==> config.mk <==
export PLATFORM = sky130hd
export DESIGN_NAME = can_tx_guard
export DESIGN_NICKNAME = d
export VERILOG_FILES = /design/src/rtl/can_guard_pkg.sv /design/src/rtl/can_guard_sync.sv /design/src/rtl/can_guard_domtmr.sv /design/src/rtl/can_guard_mode_fsm.sv /design/src/rtl/can_guard_arm.sv /design/src/rtl/can_tx_guard.sv
export SDC_FILE = /design/constraint.sdc
export NUM_CORES = 1
export LEC_CHECK = 0
export ABC_AREA = 0
export BUFFER_PORTS_ARGS = -buffer_cell sky130_fd_sc_hd__buf_2
export CAP_MARGIN = 0
export CORE_ASPECT_RATIO = 1.5
export CORE_MARGIN = 3
export CORE_UTILIZATION = 60
export DETAILED_ROUTE_END_ITERATION = 8
export PLACE_DENSITY = 0.78
export SLEW_MARGIN = 20
export SYNTH_ARGS = -nofsm -noshare
export SYNTH_HDL_FRONTEND = slang
export SYNTH_SLANG_ARGS = --single-unit
==> constraint.sdc <==
create_clock -name clk -period 5.7 [get_ports clk]
set_clock_uncertainty 0.15 [all_clocks]
set_input_delay 0.285 -clock clk [delete_from_list [all_inputs] [get_ports clk]]
set_output_delay 0.285 -clock clk [all_outputs]
set_load 0.02 [all_outputs]
==> src/rtl/can_guard_pkg.sv <==
// Shared types for the CAN transmit guard.
// Assumes: the 2-bit mode code is decoded by logic outside this block.
package can_guard_pkg;

    typedef enum logic [1:0] {
        MODE_OFF    = 2'b00,
        MODE_NORMAL = 2'b01,
        MODE_SILENT = 2'b10
    } guard_mode_e;

endpackage

==> src/rtl/can_guard_sync.sv <==
// Multi-bit, multi-stage synchroniser.
// Each bit is an independent slow control line, so no coherence between bits is assumed.
// Assumes STAGES >= 1. RST_VAL gives the value the block reads before the chain has loaded.
module can_guard_sync #(
    parameter int               WIDTH   = 1,
    parameter int               STAGES  = 2,
    parameter logic [WIDTH-1:0] RST_VAL = '0
) (
    input  logic             clk,
    input  logic             rst_n,
    input  logic [WIDTH-1:0] d,
    output logic [WIDTH-1:0] q
);

    logic [STAGES-1:0][WIDTH-1:0] chain;

    // Shift the raw inputs through the flop chain.
    always_ff @(posedge clk) begin
        if (!rst_n) begin
            for (int i = 0; i < STAGES; i++) begin
                chain[i] <= RST_VAL;
            end
        end else begin
            chain[0] <= d;
            for (int i = 1; i < STAGES; i++) begin
                chain[i] <= chain[i-1];
            end
        end
    end

    assign q = chain[STAGES-1];

endmodule

==> src/rtl/can_guard_domtmr.sv <==
// Dominant-timeout timer.
// The count starts on a falling edge of the synchronised transmit line.
// The flag sets once the line has stayed low for TIMEOUT_CYC cycles.
// A high line or power-off clears both the count and the flag.
// Assumes TIMEOUT_CYC >= 1.
module can_guard_domtmr #(
    parameter int TIMEOUT_CYC = 250000
) (
    input  logic clk,
    input  logic rst_n,
    input  logic clear,
    input  logic txd_s,
    output logic timed_out
);

    localparam int CW = $clog2(TIMEOUT_CYC + 1);
    localparam logic [CW-1:0] LAST = CW'(TIMEOUT_CYC - 1);

    logic          txd_q;
    logic [CW-1:0] cnt;
    logic          fall;

    assign fall = txd_q & ~txd_s;

    // Remember the previous line level for edge detection.
    always_ff @(posedge clk) begin
        if (!rst_n) txd_q <= 1'b1;
        else        txd_q <= txd_s;
    end

    // Count low cycles after a falling edge and set the flag at the limit.
    always_ff @(posedge clk) begin
        if (!rst_n) begin
            cnt       <= '0;
            timed_out <= 1'b0;
        end else if (clear || txd_s) begin
            cnt       <= '0;
            timed_out <= 1'b0;
        end else if ((fall || cnt != '0) && !timed_out) begin
            if (cnt == LAST) timed_out <= 1'b1;
            cnt <= cnt + 1'b1;
        end
    end

endmodule

==> src/rtl/can_guard_mode_fsm.sv <==
// Mode state machine with the silent-to-normal settle counter.
// Any undervoltage forces power-off. On exit, the next mode follows the mode line.
// settle_busy stays high for SETTLE_CYC cycles after a silent-to-normal change.
module can_guard_mode_fsm
    import can_guard_pkg::*;
#(
    parameter int SETTLE_CYC = 1250
) (
    input  logic        clk,
    input  logic        rst_n,
    input  logic        uv_any,
    input  logic        s_s,
    output guard_mode_e mode,
    output logic        settle_busy
);

    localparam int DW = (SETTLE_CYC > 0) ? $clog2(SETTLE_CYC + 1) : 1;
    localparam logic [DW-1:0] DLY_LOAD = DW'(SETTLE_CYC);

    logic [DW-1:0] dly;

    // Mode transitions and settle countdown.
    always_ff @(posedge clk) begin
        if (!rst_n) begin
            mode <= MODE_OFF;
            dly  <= '0;
        end else if (uv_any) begin
            mode <= MODE_OFF;
            dly  <= '0;
        end else begin
            case (mode)
                MODE_OFF: begin
                    mode <= s_s ? MODE_SILENT : MODE_NORMAL;
                    dly  <= '0;
                end
                MODE_SILENT: begin
                    if (!s_s) begin
                        mode <= MODE_NORMAL;
                        dly  <= DLY_LOAD;
                    end
                end
                MODE_NORMAL: begin
                    if (s_s) begin
                        mode <= MODE_SILENT;
                        dly  <= '0;
                    end else if (dly != '0) begin
                        dly <= dly - 1'b1;
                    end
                end
                default: begin
                    mode <= MODE_OFF;
                    dly  <= '0;
                end
            endcase
        end
    end

    assign settle_busy = (dly != '0);

endmodule

==> src/rtl/can_guard_arm.sv <==
// Re-arm rules after faults.
// supply_armed: cleared in power-off; set once the transmit line is seen high outside power-off.
// thermal_lock: set while the overtemperature flag is high; cleared once the flag is low
// and the transmit line is high.
module can_guard_arm (
    input  logic clk,
    input  logic rst_n,
    input  logic power_off,
    input  logic txd_s,
    input  logic ot_s,
    output logic supply_armed,
    output logic thermal_lock
);

    // Undervoltage re-arm: wait for a high transmit line after power returns.
    always_ff @(posedge clk) begin
        if (!rst_n)         supply_armed <= 1'b0;
        else if (power_off) supply_armed <= 1'b0;
        else if (txd_s)     supply_armed <= 1'b1;
    end

    // Thermal lock: hold until the flag is clear and the line is high.
    always_ff @(posedge clk) begin
        if (!rst_n)     thermal_lock <= 1'b0;
        else if (ot_s)  thermal_lock <= 1'b1;
        else if (txd_s) thermal_lock <= 1'b0;
    end

endmodule

==> src/rtl/can_tx_guard.sv <==
// CAN transceiver transmit guard, top level.
// Synchronises all inputs, runs the mode machine, the dominant timer and the re-arm rules,
// and combines them into the driver and receiver enables.
// Assumes the fault flags are clean levels. The outputs are decoded from registers only.
module can_tx_guard
    import can_guard_pkg::*;
#(
    parameter int TIMEOUT_CYC = 250000,
    parameter int SETTLE_CYC  = 1250,
    parameter int SYNC_STAGES = 2
) (
    input  logic       clk,
    input  logic       rst_n,
    input  logic       txd_i,
    input  logic       s_i,
    input  logic       uv_core_i,
    input  logic       uv_io_i,
    input  logic       ot_i,
    output logic       drv_en_o,
    output logic       rx_en_o,
    output logic [1:0] mode_o
);

    localparam int NSYNC = 5;
    // Bit order: {ot, uv_io, uv_core, s, txd}. Undervoltage, mode and transmit read high before load.
    localparam logic [NSYNC-1:0] SYNC_RST = 5'b01111;

    logic [NSYNC-1:0] raw_in;
    logic [NSYNC-1:0] syn_in;
    logic             txd_s, s_s, uv_any, ot_s;
    guard_mode_e      mode;
    logic             settle_busy, timed_out, supply_armed, thermal_lock;
    logic             power_off;

    assign raw_in = {ot_i, uv_io_i, uv_core_i, s_i, txd_i};

    can_guard_sync #(
        .WIDTH  (NSYNC),
        .STAGES (SYNC_STAGES),
        .RST_VAL(SYNC_RST)
    ) u_sync (
        .clk  (clk),
        .rst_n(rst_n),
        .d    (raw_in),
        .q    (syn_in)
    );

    assign txd_s  = syn_in[0];
    assign s_s    = syn_in[1];
    assign uv_any = syn_in[2] | syn_in[3];
    assign ot_s   = syn_in[4];

    can_guard_mode_fsm #(
        .SETTLE_CYC(SETTLE_CYC)
    ) u_mode (
        .clk        (clk),
        .rst_n      (rst_n),
        .uv_any     (uv_any),
        .s_s        (s_s),
        .mode       (mode),
        .settle_busy(settle_busy)
    );

    assign power_off = (mode == MODE_OFF);

    can_guard_domtmr #(
        .TIMEOUT_CYC(TIMEOUT_CYC)
    ) u_tmr (
        .clk      (clk),
        .rst_n    (rst_n),
        .clear    (power_off),
        .txd_s    (txd_s),
        .timed_out(timed_out)
    );

    can_guard_arm u_arm (
        .clk         (clk),
        .rst_n       (rst_n),
        .power_off   (power_off),
        .txd_s       (txd_s),
        .ot_s        (ot_s),
        .supply_armed(supply_armed),
        .thermal_lock(thermal_lock)
    );

    // Dominant is allowed only in settled normal mode with every guard released.
    always_comb begin
        drv_en_o = (mode == MODE_NORMAL) && !settle_busy && !txd_s
                   && !timed_out && !thermal_lock && supply_armed;
    end

    assign rx_en_o = !power_off;
    assign mode_o  = mode;

endmodule

# Word-level counts from Yosys, hierarchy flattened
# Cells that the tools add are included.
[op_classes]
addsub = 2
eq_ne = 6
n_mux = 10
bitwise = 4
n_reduce_logical = 23
[op_table]
columns = ["op", "count"]
rows = [
  ["11-bit 2-to-1 mux", 3],
  ["11-bit case mux with 2 select lines", 1],
  ["18-bit by 1-bit adder with 18-bit output, second input constant", 1],
  ["18-bit == test, second input constant", 1],
  ["18-bit nonzero test", 1],
  ["11-bit nonzero test", 1],
  ["11-bit by 1-bit subtractor with 11-bit output, second input constant", 1],
  ["1-bit logical AND", 6],
  ["2-bit 2-to-1 mux", 3],
  ["2-bit case mux with 3 select lines", 1],
  ["2-bit AND reduction", 3],
  ["2-bit OR reduction", 3],
  ["1-bit logical NOT", 5],
  ["3-bit by 2-bit != test with 1-bit output, second input constant", 1],
  ["2-bit by 1-bit == test with 1-bit output, second input constant", 1],
  ["2-bit == test, second input constant", 1],
  ["2-bit logical NOT", 1],
  ["1-bit logical OR", 2],
  ["1-bit 2-to-1 mux", 2],
  ["2-bit by 1-bit != test with 1-bit output, second input constant", 1],
  ["2-bit != test, second input constant", 1],
  ["1-bit inverter", 2],
  ["2-bit nonzero test", 1],
  ["1-bit AND", 1],
  ["1-bit OR", 1],
]
[totals]
register_bits = 45
in_bits = 7
output_inout_bits = 4
wordCells = 54

# Longest topological paths before layout
# Gate-level depths: netlist of the first run.
[logic_depth]
word_depth = 7
ltp_mapped = 8
mapped_depth_nobuf = 7

# Modules after synthesis
# A second synthesis of the first run with hierarchy kept.
[unflattened]
hier_cells = 251
area_unflattened_um2 = 2235.9
[by_module_without_submodules]
columns = ["module", "n_inst", "cells_per_inst", "area_per_inst_um2", "seq_area_each_um2"]
rows = [
  ["can_guard_domtmr", 1, 114, 988.4, 400.4],
  ["can_guard_mode_fsm", 1, 101, 835.8, 260.2],
  ["can_guard_sync", 1, 25, 300.3, 200.2],
  ["can_guard_arm", 1, 6, 70.1, 40.0],
  ["can_tx_guard", 1, 5, 41.3, 0.0],
]

# Worst setup path after synthesis of the first run
# Ideal clock, no wire load.
[synth_timing]
path_kind = "flip-flop to output port"
start = "register u_mode.dly[0]"
end = "output drv_en_o"
arrival_time_ns = 1.725
t_required_ns = 5.265
path_slack_ns = 3.540
stages_incl_launch_ff = 7
path_buffers = 0
path_cell_list = "dfxtp_1 > inv_1 > ha_1 > nor3b_2 > and4b_1 > nand2_1 > nor4_1"
[synth_via]
elab_chain_cells = 7
[synth_lines]
columns = ["element", "line", "rtl"]
rows = [
  ["from (decl)", "can_guard_mode_fsm.sv:20", "logic [DW-1:0] dly;"],
  ["from (signal assigned)", "can_guard_mode_fsm.sv:47", "dly <= dly - 1'b1;"],
  ["11-bit nonzero test", "can_guard_mode_fsm.sv:58", "assign settle_busy = (dly != '0);"],
  ["1-bit logical NOT", "can_tx_guard.sv:88", "drv_en_o = (mode == MODE_NORMAL) && !settle_busy && !txd_s"],
  ["1-bit logical AND (2 in a row)", "can_tx_guard.sv:88", ""],
  ["1-bit logical AND (3 in a row)", "can_tx_guard.sv:89", "&& !timed_out && !thermal_lock && supply_armed;"],
  ["to (decl)", "can_tx_guard.sv:19", "output logic drv_en_o,"],
]
# No other way between the ends.

# Worst setup path after layout of the first run
# Same ends and word-level chain as after synthesis.

==> run summary, run 1 <==
The run finished with clean final reports. The tools report the warning count from the yosys run as 0. In this run the number of H-tree levels came out at 2.

Among all flip-flop cells after synthesis, the most frequent one is dfxtp_1. The maximum fanout along the worst path came out at 5. The run gives 49.9% as the relative max-transition margin. The dominant cell type by area after synthesis is dfxtp_1. The worst hold path was traced through 2 stages. The final layout contains 263 nets.

The tools report the endpoint type of the worst setup path as a primary output. The placeable core area is 3250 sq um, and the remaining antenna violation count after routing is 0. The actual transition at the worst max-transition pin came out at 0.749 ns. Clock tree synthesis inserted a total of 5 buffers.

After detailed routing, the number of remaining DRC violations is 0. In this run the power density over the cells is 229 nW/um^2. The first TritonRoute pass finished after 4 iterations. The most critical setup path has its startpoint at u_mode.dly[0].

For this design, the sink count on the clock tree is 45. The maximum number of pins on one net before global-route repair came out at 20. For the number of instances in the synthesized netlist, the log shows 239. Setup repair after global routing left no endpoint under its margin.

The tools report the final count of pins violating max slew as 0. After detailed routing, the number of vias per cell comes to 5.84. The wire length per cell is 13.6 microns, and the wire length of the first global-routing pass is 7310 microns. Row generation in the floorplan step produced 25 rows. Relative to the synthesized area, the layout overhead comes to 7.43%.

The cell area after placement was 2160 sq um. The width of the chip was 54.2 microns; the initial antenna violation count was 0. The longest clock path from root to sink contains 2 buffers. The number of endpoints with negative hold slack in the final report is 0, and the pre-CTS setup slack is 3.56 ns. Once the floorplan was initialized, standard cells occupied 64.2% of the core. The tree is rooted in a clkbuf_8.

The number of nets handed over by synthesis was 252. The first routing iteration left 33 violations. In this run the critical register-to-register path is launched from u_mode.mode[1]. The vertical extent of the die was 78.3 microns; the share of cells above drive strength 1 was 11.2%. The run gives 0.000818 uW as the reported leakage power.

Across the run, the number of max-cap violations was 0. The path class of the tightest hold or removal check is input pin to register. The data required time of the critical path is 5.27 ns. Global routing used 22.6% of the available tracks. After global routing the overflow that remains totals 0. The post-synthesis area per instance came out at 8.74 sq um.

In this run the most critical hold path is launched from uv_core_i. The congestion estimate from routability-driven global placement came to 0.816. Buffers placed on the I/O ports in this run total 10.

The logs give 0 for the post-cts hold buffer count and 2950 microns for the half-perimeter wire length of the detailed placement result. The worst setup path is launched from a register. Critical setup path kind: register to primary output. The logs give 1696 for the number of global-route vias before repair and 4240 sq um for the die area. The critical path data arrival time came out at 1.93 ns. The diode insertion count for antenna repair is 0. Setup violations remaining at the end of the flow were counted as 0. The final route contains 1699 vias. The most repeated cell in the gate-level netlist after synthesis is dfxtp_1. The logs give 52 for the count of distinct cell types in the synthesized netlist and 0.422 GHz for the top achievable clock speed.

Once layout is done, the placed cells without fillers occupy 2240 sq um. After clock tree synthesis, the clock-pin slew on the worst setup and hold paths is 0.08 ns. Ranked by total cell area, the synthesized netlist is headed by dfxtp_1 43%, nor2_1 6.5%, xor2_1 5.4%, ha_1 3.6%, nand2_1 3.1%. The post-CTS setup repair buffer count was 0; the sequential element share of the synthesized area was 43.1%. The post-cts repair resize count is 0. Counting instances in the post-synthesis netlist gives the leading cell types as 45 x dfxtp_1, 36 x nor2_1, 17 x nand2_1. Fill cells in the final layout number 274. The top-level port count came out at 11. After routing, the total negative slack on setup checks comes to 0 ns. For this block, the routed nets add up to 3960 microns of wire.

The clock reaches the later pin of the worst-skew pair after 0.29 ns. The tools report the peak supply drop as 0.218 mV. The worst path meets setup with 3.33 ns of slack. The number of cells on the worst reg-to-reg path is 7. The clock period minus final worst setup slack was 2.37 ns; the post-route clock period utilization was 41.6%. After synthesis, the share of flip-flops with an asynchronous set or reset is 0%. The share of the synthesized area in the top cell type was 43.1%. TritonCTS built the clock tree.

The mapped netlist covers 2090 sq um. Number of storage elements in the synthesis netlist: 45. The number of enable-type register cells in the synthesized netlist was 0.
-- final cells by class --
cell class                      count  area [sq um]  area share (%)
Sequential cell                    45           901            40.1
Inverter                           11          41.3            1.84
Clock inverter                      2          10.0           0.446
Multi-Input combinational cell    177          1120            49.9
Clock buffer                        6          72.6            3.23
Timing Repair Buffer               10          50.0            2.23
Tap cell                           40          50.0            2.23
-- flip-flops by register name, indices dropped and copies added (netlist names), 2 cells and up --
name / flops
u_tmr.cnt: 18
u_sync.q: 5
u_mode.dly: 11
u_mode.mode: 2
u_sync.chain: 5
-- worst max-delay path: stages (launching register included) --
cell and delay (ns):
dfxtp_1 0.34, inv_1 0.07, ha_1 0.18, nor3b_2 0.28
and4b_1 0.26, nand2_1 0.08, nor4_1 0.22, buf_2 0.21
-- logic make-up (layout without fill, tap and decap cells) --
family                     after synthesis  count (layout)  share of synthesized area [%]
and+or+nand+nor                        112             112                           29.3
DFF                                     45              45                           43.1
AOI/OAI and AO/OA                       41              41                           13.1
xor gates and xnor gates                17              17                           7.13
buffers and inverters                   17              29                           3.29
adders and majority gates                6               6                           3.59
muxes                                    1               1                          0.479
-- report_power, final --
group | internal (uW) | switching [uW]
registers | 318 | 1.65
clock network | 85.0 | 101
logic | 4.73 | 4.57
-- per-stage QoR --
| stage | utilization (%) | instances | hold slack (ns) | total power, uW |
|---|---|---|---|---|
| floorplan | - | 239 | 0.208 | 332 |
| global route | 69.0 | 291 | 0.0253 | 537 |
| detailed placement | 66.5 | 283 | 0.246 | 336 |
| global placement | 66.5 | 283 | 0.239 | 336 |
| finish | 69.0 | 291 | 0.0248 | 515 |
| CTS | 69.0 | 291 | 0.0195 | 522 |
-- cell usage in the layout, fill, tap and decap left out, types with 8 or more instances in the layout --
| cell type | count |
|---|---|
| nand2b_1 | 8 |
| nor2_1 | 36 |
| buf_2 | 10 |
| xor2_1 | 13 |
| nand3_1 | 10 |
| dfxtp_1 | 45 |
| a21oi_1 | 12 |
| nand2_1 | 17 |
| inv_1 | 11 |
-- worst paths after layout --
kind | to | slack, ns
setup / recovery | drv_en_o | 3.33
hold / removal | u_sync.chain[2] | 0.02
setup reg to reg | u_mode.dly[2] | 3.52
hold reg to reg | u_sync.q[2] | 0.26
-- routing by layer --
layer | GRT usage [%] | routed length, microns | vias up
met5 | 0 | 0 | -
met4 | 9.48 | 121 | 0
met3 | 4.93 | 84 | 12
met2 | 39.6 | 2120 | 22
met1 | 25.0 | 1640 | 810
li1 | - | - | 855
(Power assumes the default switching activity.)
==> inputs of run 2 (changes only) <==
--- a/config.mk
+++ b/config.mk
@@ -10,9 +10,9 @@
 export CAP_MARGIN = 0
 export CORE_ASPECT_RATIO = 1.5
 export CORE_MARGIN = 3
-export CORE_UTILIZATION = 60
+export CORE_UTILIZATION = 54
 export DETAILED_ROUTE_END_ITERATION = 8
-export PLACE_DENSITY = 0.78
+export PLACE_DENSITY = 0.75
 export SLEW_MARGIN = 20
 export SYNTH_ARGS = -nofsm -noshare
 export SYNTH_HDL_FRONTEND = slang
==> constraint.sdc (replaced) <==
create_clock -name clk -period 2.1 [get_ports clk]
set_clock_uncertainty 0.15 [all_clocks]
set_input_delay 0.105 -clock clk [delete_from_list [all_inputs] [get_ports clk]]
set_output_delay 0.105 -clock clk [all_outputs]
set_load 0.02 [all_outputs]
==> run summary, run 2 (synthesized netlist as in run 1, its figures left out) <==
The flow ran to the end, and the final reports show no timing, DRC or antenna violations. The number of endpoints with negative hold slack in the final report is 0. In this run the clock root is driven by a clkbuf_8. The launch point of the worst path is u_mode.dly[6]. For this block, the routed nets add up to 4530 microns of wire. After layout, the worst path uses 93.8% of the clock period.

The depth of the worst hold-timing path was 1. In this run the worst hold path is classified as register to register. The run gives 0.508 GHz as the top achievable clock speed. In this run the critical register-to-register path is launched from u_mode.mode[1]. The initial core utilization is 56.7%. For the pin with the worst max-slew slack, the measured transition is 0.508 ns. The tools report the hold path startpoint as u_sync.chain[3]. The power spent charging and discharging nets is 312 uW. The deepest clock path buffer count is 2, and the clock latency on the worst-skew pair is 0.30 ns. The critical path data arrival time is 1.72 ns. The clock slew at the register clock pins of the worst setup and hold paths was 0.09 ns; the maximum number of pins on one net before global-route repair was 20. The first global-routing pass estimated 7810 microns of wire. The count of buffers added on input and output ports is 10. The top-level port count is 11, and the clock period minus final worst setup slack is 1.97 ns. Max-cap violation count: 0. STA classifies the critical path startpoint as a register. Final count of pins violating max slew: 0.

Across all layers, the routed design uses 1784 vias. The floorplan step defined a die boundary enclosing 4670 sq um. The relative max-transition margin was 66.0%; the half-perimeter wire length of the detailed placement result was 2990 microns. Routability-driven placement finished with a final weighted congestion of 0.858.

The clock network fraction of design power is 38.1%. The area growth from synthesis to layout is 18.1%. The first routing iteration left 87 violations. OpenSTA, run right after detailed placement, puts the worst setup slack at 0.144 ns. The design draws 1470 uW.

The endpoint type of the worst setup path was a primary output. Total non-filler cell area in the finished layout: 2470 sq um. The total of endpoints with negative setup slack in the final report was 0. The largest registers in the layout are u_tmr.cnt (18), u_mode.dly (11). CTS saw 45 sinks. The data required time of the critical path came out at 1.85 ns.

The floorplan has 27 rows. The finished layout holds 313 standard cells, fillers aside. Net switching is 21.3% of the power. Along the worst path, the maximum fanout reaches 6. The critical path in this run is classified as register to primary output. Setup slack on the critical path of the routed design comes to 0.130 ns. The overall track demand over capacity in global routing came out at 21.2%.

The initial antenna violation count came out at 0. For the cell area after placement, the log shows 2210 sq um. Across all hold checks on the routed design, the worst slack comes to 0.264 ns. The count of nets after finishing is 282. In the final routed layout, each cell accounts on average for 14.5 microns. The run gives 0 as the remaining antenna violation count after routing.

Largest register by flop count: u_tmr.cnt. The floorplan step set the die width to 56.8 microns. The internal portion of total power is 1150 uW, and the register share of total power is 59.1%. The analysis attributes to cell leakage a power of 0.000914 uW.

TritonCTS built the clock tree. From bottom edge to top edge, the die measures 82.2 microns. In this run, CTS created clock tree buffers numbering 5. In the final layout, the share of cells above drive strength 1 is 15.9%. The mean number of vias per cell came out at 5.70. The library cell used most frequently in the layout, excluding fill and tap cells, is dfxtp_1. The power per cell area came out at 594 nW/um^2. IR analysis of the VDD net gives a maximum drop of 0.459 mV. For the number of detailed-routing iterations run before antenna repair, the log shows 5. Maximum level of the CTS H-tree: 2. After detailed placement, the design holds a cell count of 292. After global routing the overflow that remains totals 0.

In this run the standard cell core region covers 3680 sq um. Of the total power, combinational logic draws 2.8%. The number of flip-flops under the largest register name is 18, and the number of global-route vias before repair is 1815. For this run, design rule violations remaining after detail routing come to 0.

The diode insertion count for antenna repair came out at 0. The library cells used most frequently in the layout, excluding fill and tap cells, are 43 x dfxtp_1, 36 x nor2_1, 16 x nand2_1, 13 x xor2_1, 12 x a21oi_1. The number of cells on the worst reg-to-reg path is 6.
[run 2: final cells by class]
class	count	area (sq um)
fillers	305	1210
well taps	43	53.8
inverters	11	41.3
repair buffers	29	220
clock inverters	2	13.8
flip-flops and latches	45	903
multi-input cells	177	1150
clock buffers	6	82.6
[run 2: path summary, 6_finish.rpt]
kind	to	slack [ns]
hold / removal	u_sync.q[3]	0.26
setup / recovery	drv_en_o	0.13
hold reg to reg	u_sync.q[3]	0.26
setup reg to reg	u_mode.dly[2]	0.14
[run 2: power by group through the flow]
stage	registers [uW]	clock network, uW	logic [uW]
after floorplan	886	0	16.4
after detailed placement	887	0	25.6
final	867	558	41.1
after CTS	866	573	39.7
after global placement	886	0	24.9
after global routing	868	598	45.5
[run 2: stage by stage]
step | TNS, ns | util (%)
2_1_floorplan | 0 | -
3_3_place_gp | 0 | 60.0
3_5_place_dp | 0 | 60.0
4_1_cts | 0 | 66.1
5_1_grt | -0.00927 | 67.0
6_report | 0 | 67.0
[run 2: routing by layer]
| layer | GRT usage (%) | vias to the layer above | routed length, microns |
|---|---|---|---|
| met5 | 0 | - | 0 |
| met4 | 14.4 | 0 | 140 |
| met3 | 4.51 | 14 | 169 |
| met2 | 37.5 | 45 | 2400 |
| met1 | 22.4 | 828 | 1820 |
| li1 | - | 897 | - |
[run 2: critical path, cell delays in order (launching register included)]
cell,delay (ns)
dfxtp_1,0.40
nor3_4,0.33
and4b_1,0.29
nand2_2,0.08
nor4_2,0.13
buf_4,0.18
[run 2: repair_timing]
item,CTS,global route
pin swaps,0,2
resized for setup,5,4
setup endpoints to repair,1,1
buffers inserted,1,2
hold endpoints to repair,10,0
hold buffers,10,0
==> inputs of run 3 (changes only) <==
--- a/config.mk
+++ b/config.mk
@@ -8,11 +8,13 @@
 export ABC_AREA = 0
 export BUFFER_PORTS_ARGS = -buffer_cell sky130_fd_sc_hd__buf_2
 export CAP_MARGIN = 0
+export CELL_PAD_IN_SITES_DETAIL_PLACEMENT = 1
+export CELL_PAD_IN_SITES_GLOBAL_PLACEMENT = 1
 export CORE_ASPECT_RATIO = 1.5
 export CORE_MARGIN = 3
-export CORE_UTILIZATION = 54
+export CORE_UTILIZATION = 46
 export DETAILED_ROUTE_END_ITERATION = 8
-export PLACE_DENSITY = 0.75
+export PLACE_DENSITY_LB_ADDON = 0.1
 export SLEW_MARGIN = 20
 export SYNTH_ARGS = -nofsm -noshare
 export SYNTH_HDL_FRONTEND = slang
==> constraint.sdc (replaced) <==
create_clock -name clk -period 2.2 [get_ports clk]
set_clock_uncertainty 0.15 [all_clocks]
set_input_delay 0.11 -clock clk [delete_from_list [all_inputs] [get_ports clk]]
set_output_delay 0.11 -clock clk [all_outputs]
set_load 0.02 [all_outputs]
==> run summary, run 3 (synthesized netlist as in run 1, its figures left out) <==
The library cells used most frequently in the layout, excluding fill and tap cells, are 45 x dfxtp_1, 36 x nor2_1, 16 x nand2_1, 13 x xor2_1. The repair_antennas step left the layout with diodes totalling 0. The endpoint type of the worst setup path is a primary output.

Global routing used 22.2% of the available tracks across all layers. In this run, the number of DRC markers left after iteration 0 of detailed routing was 40. The maximum level of the CTS H-tree was 2. The area added between synthesis and finish was 19.3%. The tool flagged a number of max-cap violations equal to 0. For this design the ratio of total power to cell area is 608 nW/um^2. The top achievable clock speed was 0.475 GHz.

Clock-pin slew was measured on the worst setup and hold paths at 0.10 ns. The worst path uses 95.8% of the clock period. The run gives 0 as the initial antenna violation count. In the final layout, the registers with the most flip-flops are u_tmr.cnt (18), u_mode.dly (11).

The congestion estimate from routability-driven global placement came to 0.789. Traced cell by cell, the critical path runs through inv_1, ha_2, nor3b_4, and4b_1, nand2_1, nor4_2, buf_4. The first global-routing pass estimated 8940 microns of wire. The number of filler instances in the final layout was 524; the share of cells above drive strength 1 was 15.8%. u_tmr.cnt holds more flip-flops than any other register. The tools report the final count of pins violating max slew as 0. The worst setup path is of the register to primary output kind. Once the floorplan was initialized, standard cells occupied 48.4% of the core.

The first detailed-routing pass took 4 iterations. The deepest clock path buffer count was 2. Along the worst path, the maximum fanout reaches 4. The aggregate negative setup slack is 0 ns, and the clock period minus final worst setup slack is 2.11 ns. The top-level port count is 11, and the half-perimeter wire length of the detailed placement result is 3730 microns. TritonCTS built the clock tree. The tools report the relative max-transition margin as 63.2%.

The critical path's largest stage delay was 0.32 ns; the placeable core area was 4320 sq um. The run gives 1926 as the number of global-route vias before repair. The library cell used most frequently in the layout, excluding fill and tap cells, is dfxtp_1.

Actual transition at the worst max-transition pin: 0.550 ns. The tools report the die area as 5400 sq um. The tools report the routed via count as 1825. The register with the most flip-flops in the layout has 18 of them. The clock sink total is 45. Data on the critical path arrives at its endpoint at 1.85 ns. IR analysis of the VDD net gives a maximum drop of 0.432 mV.

Number of endpoints with negative hold slack in the final report: 0. Clock tree synthesis selected as its root buffer the cell clkbuf_8. Summing all flip-flop and latch instances after layout gives 901 sq um. The total clock buffers created by CTS was 5; the clock latency on the worst-skew pair was 0.31 ns.

The run gives 0 as the remaining antenna violation count after routing. The slowest stage of the critical path is the dfxtp_1 cell. For the data required time of the critical path, the log shows 1.94 ns. After detailed routing, the met3 layer carries 102 microns of wire. On the final layout, the worst hold slack is 0.266 ns. In the final layout, the multi-input gates occupy 1140 sq um. Dividing the detail-routed wire length by the instance count gives 16.5 microns. The flow ran to the end, and the final reports show no timing, DRC or antenna violations. The number of remaining DRC errors came out at 0. In this run the worst hold path is classified as register to register. Dividing the detail-routed via count by the number of cells gives 5.74. In this run the core area contains 29 standard-cell rows. In the final routing, the length of wire on met1 measures 1970 microns. In this run the static leakage power is 0.000923 uW. The total global routing overflow is 0.

Setup violations remaining at the end of the flow were counted as 0. Setup repair after global routing left no endpoint under its margin. The type of origin of the critical path is a register. Signal routing reaches up to met4.

In the final design database the tool counted 284 nets. Entering global routing, the biggest net connects 20 pins. The length of routed met2 wiring is 3030 microns, and the count of input and output buffers is 10. The width of the chip came out at 61.0 microns.

The floorplan step set the die height to 88.5 microns. The total detailed-routing wirelength was 5260 microns.
[run 3: layer usage]
metal  vias up  GRT usage, %
met2        30          42.2
met1       885          22.7
met3        16          3.65
met5         -             0
met4         0          9.86
li1        894             -
[run 3: what timing repair did]
| item | 4_1_cts | 5_1_grt |
|---|---|---|
| resized for setup | 2 | 4 |
| buffers inserted | 1 | 0 |
| endpoints found under the hold margin | 9 | 0 |
| endpoints found under the setup margin | 1 | 7 |
| hold buffers | 10 | 0 |
[run 3: critical path, delay by kind of cell, from the launching register on]
kind          cells  cell delay (ns)
simple gates      4             0.80
flops             1             0.32
buf+inv           2             0.24
fa+ha+maj         1             0.19
[run 3: stage by stage]
step / std cells / power, uW / utilization [%] / cell area (sq um) / setup slack, ns
floorplan: 239 / 861 / - / 2090 / 0.215
global placement: 299 / 871 / 52.0 / 2240 / 0.143
detailed placement: 299 / 873 / 52.0 / 2240 / 0.0768
CTS: 318 / 1520 / 57.4 / 2480 / 0.0458
global route: 318 / 1570 / 57.7 / 2490 / 0.0116
finish: 318 / 1520 / 57.7 / 2490 / 0.0930
[run 3: path summary, 6_finish.rpt]
kind | slack, ns | from | to | cells past startpoint
worst min register to register | 0.27 | u_sync.chain[2] | u_sync.q[2] | 1
worst min-delay path | 0.27 | u_sync.chain[2] | u_sync.q[2] | 1
worst max register to register | 0.20 | u_mode.mode[1] | u_mode.dly[2] | 7
worst max-delay path | 0.09 | u_mode.dly[0] | drv_en_o | 7
[run 3: report_power, final]
| group | switching (uW) | internal, uW |
|---|---|---|
| registers | 4.92 | 823 |
| clock network | 306 | 340 |
| logic | 16.8 | 24.1 |
| total | 327 | 1190 |
[run 3: final cells by class]
class	instances	area share, %
tap	46	2.31
sequential	45	36.1
clock inverter	3	1.86
timing repair buffer	31	9.44
clock buffer	5	2.76
inverter	11	1.66
multi-input combinational	177	45.8
